**src/rtl/dma_irq_pkg.sv**
```systemverilog
package dma_irq_pkg;
    localparam int DW = 32;
    localparam int AW = 16;

    localparam logic [AW-1:0] ADDR_STATUS = 16'h0FE0;
    localparam logic [AW-1:0] ADDR_BASIC  = 16'h1200;
    localparam logic [AW-1:0] ADDR_PEND1  = 16'h1204;
    localparam logic [AW-1:0] ADDR_ENSET  = 16'h1210;
    localparam logic [AW-1:0] ADDR_ENCLR  = 16'h121C;

    typedef struct packed {
        logic          set_we;
        logic          clr_we;
        logic [DW-1:0] wdata;
    } en_wr_t;
endpackage

```
**src/rtl/dma_irq_status.sv**
```systemverilog
module dma_irq_status #(
    parameter int NUM_CHAN      = 15,
    parameter int NUM_DEDICATED = 11,
    localparam int NUM_LINES    = NUM_DEDICATED + 1
) (
    input  logic                 clk,
    input  logic                 rst_n,
    input  logic [NUM_CHAN-1:0]  chan_irq,
    output logic [NUM_CHAN-1:0]  status_o,
    output logic [NUM_LINES-1:0] line_o
);
    typedef struct packed {
        logic [NUM_CHAN-1:0] status;
    } st_t;

    st_t st_d, st_q;

    always_comb begin
        st_d        = st_q;
        st_d.status = chan_irq;
    end

    always_ff @(posedge clk or negedge rst_n) begin
        if (!rst_n) st_q <= '0;
        else        st_q <= st_d;
    end

    assign status_o = st_q.status;

    // Channels below NUM_DEDICATED own a line; the remainder share the last one.
    for (genvar k = 0; k < NUM_DEDICATED; k++) begin : g_dedicated
        assign line_o[k] = st_q.status[k];
    end
    assign line_o[NUM_LINES-1] = |st_q.status[NUM_CHAN-1:NUM_DEDICATED];

    // status mirrors the channel levels one edge later
    a_r2_status_follows: assert property (@(posedge clk) disable iff (!rst_n)
        $past(rst_n) |-> status_o == $past(chan_irq));

    // dedicated lines follow their channel after one register
    a_r3_dedicated_line: assert property (@(posedge clk) disable iff (!rst_n)
        $past(rst_n) |-> line_o[NUM_DEDICATED-1:0] == $past(chan_irq[NUM_DEDICATED-1:0]));

    // shared line is the OR of the upper channels, one edge later
    a_r4_shared_line: assert property (@(posedge clk) disable iff (!rst_n)
        $past(rst_n) |-> line_o[NUM_LINES-1] == (|$past(chan_irq[NUM_CHAN-1:NUM_DEDICATED])));
endmodule

```
**src/rtl/dma_irq_ctrl.sv**
```systemverilog
module dma_irq_ctrl
    import dma_irq_pkg::*;
#(
    parameter int NUM_LINES = 12,
    parameter int LINE_BIT0 = 16,
    parameter int AGG_BIT   = 8
) (
    input  logic                 clk,
    input  logic                 rst_n,
    input  logic [NUM_LINES-1:0] line_i,
    input  en_wr_t               wr_i,
    output logic [DW-1:0]        pend1_o,
    output logic [DW-1:0]        en1_o,
    output logic [DW-1:0]        basic_o,
    output logic                 cpu_irq_o
);
    typedef struct packed {
        logic [DW-1:0] en1;
        logic          cpu_irq;
    } st_t;

    st_t           st_d, st_q;
    logic [DW-1:0] pend1;
    logic [DW-1:0] basic;

    always_comb begin
        pend1                          = '0;
        pend1[LINE_BIT0 +: NUM_LINES]  = line_i;
        basic                          = '0;
        basic[AGG_BIT]                 = |(pend1 & st_q.en1);

        st_d = st_q;
        if (wr_i.set_we) st_d.en1 = st_q.en1 | wr_i.wdata;
        if (wr_i.clr_we) st_d.en1 = st_q.en1 & ~wr_i.wdata;
        st_d.cpu_irq = |basic;
    end

    always_ff @(posedge clk or negedge rst_n) begin
        if (!rst_n) st_q <= '0;
        else        st_q <= st_d;
    end

    assign pend1_o   = pend1;
    assign en1_o     = st_q.en1;
    assign basic_o   = basic;
    assign cpu_irq_o = st_q.cpu_irq;

    // enable bits only fall through a clear write
    a_r7_enable_sticky: assert property (@(posedge clk) disable iff (!rst_n)
        ($past(rst_n) && !$past(wr_i.clr_we)) |-> ((en1_o & $past(en1_o)) == $past(en1_o)));

    // enable bits only rise through a set write
    a_r6_enable_set_only: assert property (@(posedge clk) disable iff (!rst_n)
        ($past(rst_n) && !$past(wr_i.set_we)) |-> ((en1_o & ~$past(en1_o)) == '0));

    // the request lags the summary by one cycle
    a_r9_cpu_irq_lag: assert property (@(posedge clk) disable iff (!rst_n)
        $past(rst_n) |-> cpu_irq_o == ($past(basic_o) != '0));
endmodule

```
**src/rtl/dma_irq_regif.sv**
```systemverilog
module dma_irq_regif
    import dma_irq_pkg::*;
(
    input  logic          clk,
    input  logic          rst_n,
    input  logic          reg_valid,
    input  logic          reg_write,
    input  logic [AW-1:0] reg_addr,
    input  logic [DW-1:0] reg_wdata,
    input  logic [DW-1:0] status_i,
    input  logic [DW-1:0] pend1_i,
    input  logic [DW-1:0] en1_i,
    input  logic [DW-1:0] basic_i,
    output en_wr_t        wr_o,
    output logic [DW-1:0] rdata_o,
    output logic          rvalid_o
);
    typedef struct packed {
        logic [DW-1:0] rdata;
        logic          rvalid;
    } st_t;

    st_t           st_d, st_q;
    logic [DW-1:0] rmux;

    always_comb begin
        unique case (reg_addr)
            ADDR_STATUS: rmux = status_i;
            ADDR_BASIC:  rmux = basic_i;
            ADDR_PEND1:  rmux = pend1_i;
            ADDR_ENSET:  rmux = en1_i;
            default:     rmux = '0;
        endcase

        wr_o.set_we = reg_valid && reg_write && (reg_addr == ADDR_ENSET);
        wr_o.clr_we = reg_valid && reg_write && (reg_addr == ADDR_ENCLR);
        wr_o.wdata  = reg_wdata;

        st_d        = st_q;
        st_d.rvalid = reg_valid && !reg_write;
        if (reg_valid && !reg_write) st_d.rdata = rmux;
    end

    always_ff @(posedge clk or negedge rst_n) begin
        if (!rst_n) st_q <= '0;
        else        st_q <= st_d;
    end

    assign rdata_o  = st_q.rdata;
    assign rvalid_o = st_q.rvalid;

    // read strobe returns one cycle after a read request
    a_r10_rvalid_lag: assert property (@(posedge clk) disable iff (!rst_n)
        $past(rst_n) |-> rvalid_o == $past(reg_valid && !reg_write));

    // a set and a clear never happen together
    a_r10_single_write: assert property (@(posedge clk) disable iff (!rst_n)
        !(wr_o.set_we && wr_o.clr_we));
endmodule

```
**src/rtl/dma_irq_aggregator.sv**
```systemverilog
module dma_irq_aggregator
    import dma_irq_pkg::*;
#(
    parameter int NUM_CHAN      = 15,
    parameter int NUM_DEDICATED = 11,
    parameter int LINE_BIT0     = 16,
    parameter int AGG_BIT       = 8,
    localparam int NUM_LINES    = NUM_DEDICATED + 1
) (
    input  logic                 clk,
    input  logic                 rst_n,
    input  logic [NUM_CHAN-1:0]  chan_irq,
    input  logic                 reg_valid,
    input  logic                 reg_write,
    input  logic [AW-1:0]        reg_addr,
    input  logic [DW-1:0]        reg_wdata,
    output logic [DW-1:0]        reg_rdata,
    output logic                 reg_rvalid,
    output logic [NUM_LINES-1:0] irq_line,
    output logic                 cpu_irq
);
    logic [NUM_CHAN-1:0] status;
    logic [DW-1:0]       status_w;
    logic [DW-1:0]       pend1;
    logic [DW-1:0]       en1;
    logic [DW-1:0]       basic;
    en_wr_t              en_wr;

    always_comb begin
        status_w                = '0;
        status_w[NUM_CHAN-1:0]  = status;
    end

    dma_irq_status #(
        .NUM_CHAN      (NUM_CHAN),
        .NUM_DEDICATED (NUM_DEDICATED)
    ) u_status (
        .clk      (clk),
        .rst_n    (rst_n),
        .chan_irq (chan_irq),
        .status_o (status),
        .line_o   (irq_line)
    );

    dma_irq_ctrl #(
        .NUM_LINES (NUM_LINES),
        .LINE_BIT0 (LINE_BIT0),
        .AGG_BIT   (AGG_BIT)
    ) u_ctrl (
        .clk       (clk),
        .rst_n     (rst_n),
        .line_i    (irq_line),
        .wr_i      (en_wr),
        .pend1_o   (pend1),
        .en1_o     (en1),
        .basic_o   (basic),
        .cpu_irq_o (cpu_irq)
    );

    dma_irq_regif u_regif (
        .clk       (clk),
        .rst_n     (rst_n),
        .reg_valid (reg_valid),
        .reg_write (reg_write),
        .reg_addr  (reg_addr),
        .reg_wdata (reg_wdata),
        .status_i  (status_w),
        .pend1_i   (pend1),
        .en1_i     (en1),
        .basic_i   (basic),
        .wr_o      (en_wr),
        .rdata_o   (reg_rdata),
        .rvalid_o  (reg_rvalid)
    );

    // no line and no request while nothing has been sampled since reset
    a_r1_quiet_after_reset: assert property (@(posedge clk) disable iff (!rst_n)
        !$past(rst_n) |-> (irq_line == '0 && !cpu_irq));
endmodule

```
**config.mk**
```make
export PLATFORM = sky130hd
export DESIGN_NAME = dma_irq_aggregator
export DESIGN_NICKNAME = d
export VERILOG_FILES = /design/src/rtl/dma_irq_pkg.sv /design/src/rtl/dma_irq_status.sv /design/src/rtl/dma_irq_ctrl.sv /design/src/rtl/dma_irq_regif.sv /design/src/rtl/dma_irq_aggregator.sv
export SDC_FILE = /design/constraint.sdc
export NUM_CORES = 1
export LEC_CHECK = 0
export CORE_UTILIZATION = 54
export DETAILED_ROUTE_END_ITERATION = 8
export PLACE_DENSITY_LB_ADDON = 0.12
export SLEW_MARGIN = 5
export SYNTH_ARGS = -nofsm -noshare
export SYNTH_HDL_FRONTEND = slang
export SYNTH_HIERARCHICAL = 1
export SYNTH_SLANG_ARGS = --single-unit
```
**constraint.sdc**
```tcl
create_clock -name clk -period 3.5 [get_ports clk]
set_clock_uncertainty 0.1 [all_clocks]
set_input_delay 0.7 -clock clk [delete_from_list [all_inputs] [get_ports clk]]
set_output_delay 0.7 -clock clk [all_outputs]
set_load 0.005 [all_outputs]
```
==> impl_metrics.toml, run 1 <==
[finish]
final_cell_mix = "clkdlybuf4s50_1 (111), dfrtp_1 (81), conb_1 (68)"
area_growth_pct = 20.8
final_common_cell = "clkdlybuf4s50_1"
final_cells = 616
drive_gt1_share_pct = 11.5
finalNetCount = 573
utilization_pct = 67.3
fin_area_mm2 = 0.00550
num_antenna_cells = 0

[critical_path]
crit_fanout = 32
cp-start-kind = "input port"
ff2ff_path_depth = 6
r2r_start = "u_status/status_o[12]$_DFF_PN0_"
crit_required_ps = 3620
r2r_slack_ps = 1330
path_class = "input port to flip-flop"
timing.rr.end = "u_regif/rdata_o[8]$_DFFE_PN0P_"
critPathCaptureType = "flip-flop"
crit_arrival_ps = 3030

[power_and_ir_drop]
vdd_drop_max_v = 0.000215
power_mw = 1.93
p_leak_nw = 2.51
power.density_mw_per_mm2 = 351

[clock_tree]
path_clk_slew_ps = 80
ctsResizeCount = 0
cts_buffer_depth = 2
postCtsHoldBufs = 0
clk_latency_ps = 340
root_buffer = "clkbuf_8"
cts_tree = "done"
numCtsBuffers = 9
post_cts_buffers = 0
cts.sinks = 81
h-tree-depth = 3

[logic_synthesis]
synth_cell_types = 25
yosysTopAreaCellShare_pct = 44.5
synthArstFlopShare_pct = 100
seq_area_frac_synth_pct = 44.5
synth_area_leaders = "dfrtp_1 (45%), buf_4 (18%), a22oi_1 (11%), a22o_1 (6.7%), a21oi_1 (4.8%)"
synth_top_flop_cell = "dfrtp_1"
synth_area_mm2 = 0.00455
synth_largest_area_cell = "dfrtp_1"
ys_ff_latch = 81
syn_area_per_cell_um2 = 10.3
yosys_warnings = 6
synth_edf_count = 0
syn-instance-count = 440

[global_route]
first_global_vias = 3310
grt_max_degree = 82
antenna_found_initial = 0
grt_first_pass_wirelength_um = 16700
track_usage_pct = 25.0
overflow = 0

[timing]
grt_setup_unrepaired = "false"
min_period_ps = 2920
relSlewSlack_pct = 31.9
worst_slack_ps = 585
fmax_ghz = 0.343
worst_pin_slew_ps = 1020
fin_setup_tns_ps = 0
finalSetupViolCount = 0
drv_slew = 0
whs_ps = 408
period_share_pct = 83.3
hold_violations = 0

[die]
die-area_mm2 = 0.00880
coreArea_mm2 = 0.00818
die_w_um = 93.8
num_rows = 33
pin_count = 113
initial_utilization_pct = 55.7
fp.dieH_um = 93.8

[detailed_routing]
drc = 0
drt_first_pass_iters = 7
via_per_inst = 5.38
drtAntennaViolNets = 0
vias = 3311
first_iter_violations = 220
wl_per_cell_um = 16.5
wl_um = 10200

[placed_design]
port_buffers = 112
dp_cells = 600
place_ws_ps = 257
place_area_mm2 = 0.00526
dp_hpwl_um = 6580
gp_congestion = 0.722

[hold_path]
hp-class = "input port to asynchronous set/reset pin"

[run]
cap_violations = 0

[status]
outcome = "completed"
## cell type report
class	instances	area [µm²]
multi-input cells	291	1850
inverters	1	3.75
flip-flops and latches	81	2030
clock inverters	5	103
repair buffers	122	1240
clock buffers	11	141
fillers	682	2680
well taps	105	131
## worst max path at each step
stage / from / slack [ps] / endpoint / depth (start not counted)
final: reg_addr[1] / 580 / flip-flop / 6
after global routing: reg_addr[1] / 510 / flip-flop / 6
after CTS: reg_addr[1] / 590 / flip-flop / 6
after detailed placement: reg_addr[1] / 260 / flip-flop / 6
after global placement: reg_addr[1] / 270 / flip-flop / 6
after floorplan: reg_addr[1] / 400 / flip-flop / 6
## cells by family (layout without fill, tap and decap cells)
kind of cell           after synthesis  in the layout  share of synthesized area [%]
flip-flops                          81             81                           44.5
other                                2             68                          0.165
AND/OR/NAND/NOR                     55             55                           7.06
buffers and inverters              134            139                           21.0
AO/OA/AOI/OAI                      168            168                           27.3
## routing by layer
metal	GRT usage (%)	vias up	part of all wire, %
met5	0	-	0
met4	9.36	0	1.6
met3	4.53	14	6.3
met2	41.1	119	50
met1	33.0	1604	42
li1	-	1574	-
## cell usage after synthesis (3+ instances only)
master / instances
buf_4: 109
dfrtp_1: 81
a22oi_1: 64
a21oi_1: 44
a22o_1: 35
nand2_1: 32
a21oi_2: 21
buf_2: 16
clkbuf_1: 5
nor2_1: 4
a221oi_2: 3
buf_6: 3
or4_1: 3
or4b_2: 3
## report_power, final
group	switching (mW)	total (mW)	internal [mW]
clock network	0.334	0.827	0.493
logic	0.0646	0.146	0.0817
registers	0.0123	0.957	0.944
total	0.411	1.93	1.52
## worst max-delay path, stage by stage
cell and delay (ps):
clkdlybuf4s50_1 390, or4b_1 550, or4b_2 660, nor4_2 350, buf_12 260, a21oi_1 110
No activity file was read; power rests on OpenSTA's default activity.
==> run 2, diff against run 1 <==
Settings changed: CORE_UTILIZATION 54 to 50.
Clock period 3.5 ns to 3 ns, I/O delays scaled along.
==> run 2 against run 1 <==
Count of clock-buffer cells in the layout is the same. Global-route usage shrank 2.4 points. Power grew 11%. Design area rose by 0.14%. Flip-flop and latch count stayed put. Hold slack worse by 110 ps. Combinational power is 18% higher. Non-clock buffer count rose by 3. Final cell count increased by 0.97%. Worst setup slack lost 410 ps. First-iteration DRC count rose by 2.3%. Sequential power rose by 17%. Critical path type unchanged.
==> impl_metrics.toml, run 2 (synthesis results as in run 1) <==
[critical_path]
critPathSlowestCell = "or4b_2"
max_stage_delay_ps = 660
crit_fanout = 32
crit_arrival_ps = 2950
crit_chain = "clkdlybuf4s50_1 > or4b_1 > or4b_2 > nor4_2 > buf_12 > a21oi_1"
critPathCaptureType = "flip-flop"
cp-start-kind = "input port"
crit_required_ps = 3130
path_class = "input port to flip-flop"

[timing]
finalSetupViolCount = 0
fmax_ghz = 0.354
relSlewSlack_pct = 31.5
worst_pin_slew_ps = 1030
worst_slack_ps = 173
fin_setup_tns_ps = 0
grt_setup_unrepaired = "false"
whs_ps = 301
period_share_pct = 94.2
drv_slew = 0
min_period_ps = 2830
hold_violations = 0

[global_route]
first_global_vias = 3304
overflow = 0
grt_max_degree = 82
antenna_found_initial = 0
track_usage_pct = 22.7
grt_first_pass_wirelength_um = 16900

[placed_design]
gp_congestion = 0.729
port_buffers = 112
dp_cells = 606
place_ws_ps = -167
place_area_mm2 = 0.00530
dp_hpwl_um = 6760

[hold_path]
hp-class = "input port to asynchronous set/reset pin"

[die]
num_rows = 34
initial_utilization_pct = 51.9
fp.dieH_um = 97.4
pin_count = 113
die-area_mm2 = 0.00949
die_w_um = 97.4
coreArea_mm2 = 0.00876

[detailed_routing]
wl_um = 10300
first_iter_violations = 225
via_per_inst = 5.37
wl_per_cell_um = 16.5
drc = 0
drt_first_pass_iters = 5
vias = 3341
drtAntennaViolNets = 0

[finish]
area_growth_pct = 21.0
final_cell_mix = "clkdlybuf4s50_1 (111), dfrtp_1 (81), conb_1 (68)"
fin_area_mm2 = 0.00551
num_antenna_cells = 0
multi_input_area_mm2 = 0.00185
final_common_cell = "clkdlybuf4s50_1"
utilization_pct = 62.8
drive_gt1_share_pct = 12.1
finalNetCount = 576
final-seq-area_mm2 = 0.00203
num-fill-cells = 740
final_cells = 622

[status]
outcome = "completed"

[clock_tree]
h-tree-depth = 3
clk_latency_ps = 350
numCtsBuffers = 9
ctsResizeCount = 0
root_buffer = "clkbuf_8"
cts_buffer_depth = 2
cts_tree = "done"
post_cts_buffers = 0
postCtsHoldBufs = 0
path_clk_slew_ps = 80
cts.sinks = 81

[power_and_ir_drop]
power.density_mw_per_mm2 = 390
p_leak_nw = 2.52
power_mw = 2.15
vdd_drop_max_v = 0.000237

[run]
cap_violations = 0
run 2: cell count changes in the layout (fill, tap and decap cells not counted), sizes merged:
| cell | previous run | this run |
|---|---|---|
| clkinv | 1 | 2 |
| bufinv | 3 | 2 |
| buf | 11 | 14 |
| clkinvlp | 1 | 0 |
| inv | 1 | 2 |
run 2: layout make-up:
type | instances | area share (%)
Sequential cell | 81 | 36.8
Multi-Input combinational cell | 291 | 33.6
Timing Repair Buffer | 125 | 23.2
Tap cell | 108 | 2.45
Clock buffer | 11 | 2.39
Clock inverter | 5 | 1.43
Inverter | 1 | 0.0682
run 2: path summary, 6_finish.rpt:
path	start	to	slack [ps]	cells after the start
max	reg_addr[1]	flip-flop	170	6
min	rst_n	u_status/status_o[14]$_DFF_PN0_	300	1
max reg2reg	u_status/status_o[12]$_DFF_PN0_	u_regif/rdata_o[8]$_DFFE_PN0P_	790	6
min reg2reg	u_regif/rdata_o[16]$_DFFE_PN0P_	u_regif/rdata_o[16]$_DFFE_PN0P_	410	1
max in group asynchronous	rst_n	asynchronous set/reset pin	1820	1
min in group clk	u_regif/rdata_o[16]$_DFFE_PN0P_	u_regif/rdata_o[16]$_DFFE_PN0P_	410	1
run 2: layer usage:
metal | wire, µm | share of wire (%) | vias up | track usage [%]
li1 | - | - | 1581 | -
met1 | 4560 | 44 | 1612 | 30.6
met2 | 4910 | 48 | 136 | 36.7
met3 | 623 | 6.1 | 12 | 4.46
met4 | 177 | 1.7 | 0 | 7.24
met5 | 0 | 0 | - | 0
run 2: worst max-delay path, delay by kind of cell:
family / cells / cell delay [ps]
buffers and inverters: 2 / 650
AND/OR/NAND/NOR: 3 / 1590
AO/OA/AOI/OAI: 1 / 100
run 2: report_power, final:
group          leakage (nW)  total (mW)  switching (mW)  internal (mW)
Combinational          1.32       0.173          0.0763         0.0963
Clock                 0.108       0.862           0.392          0.470
Sequential             1.10        1.12          0.0140           1.10
Total                  2.52        2.15           0.483           1.67
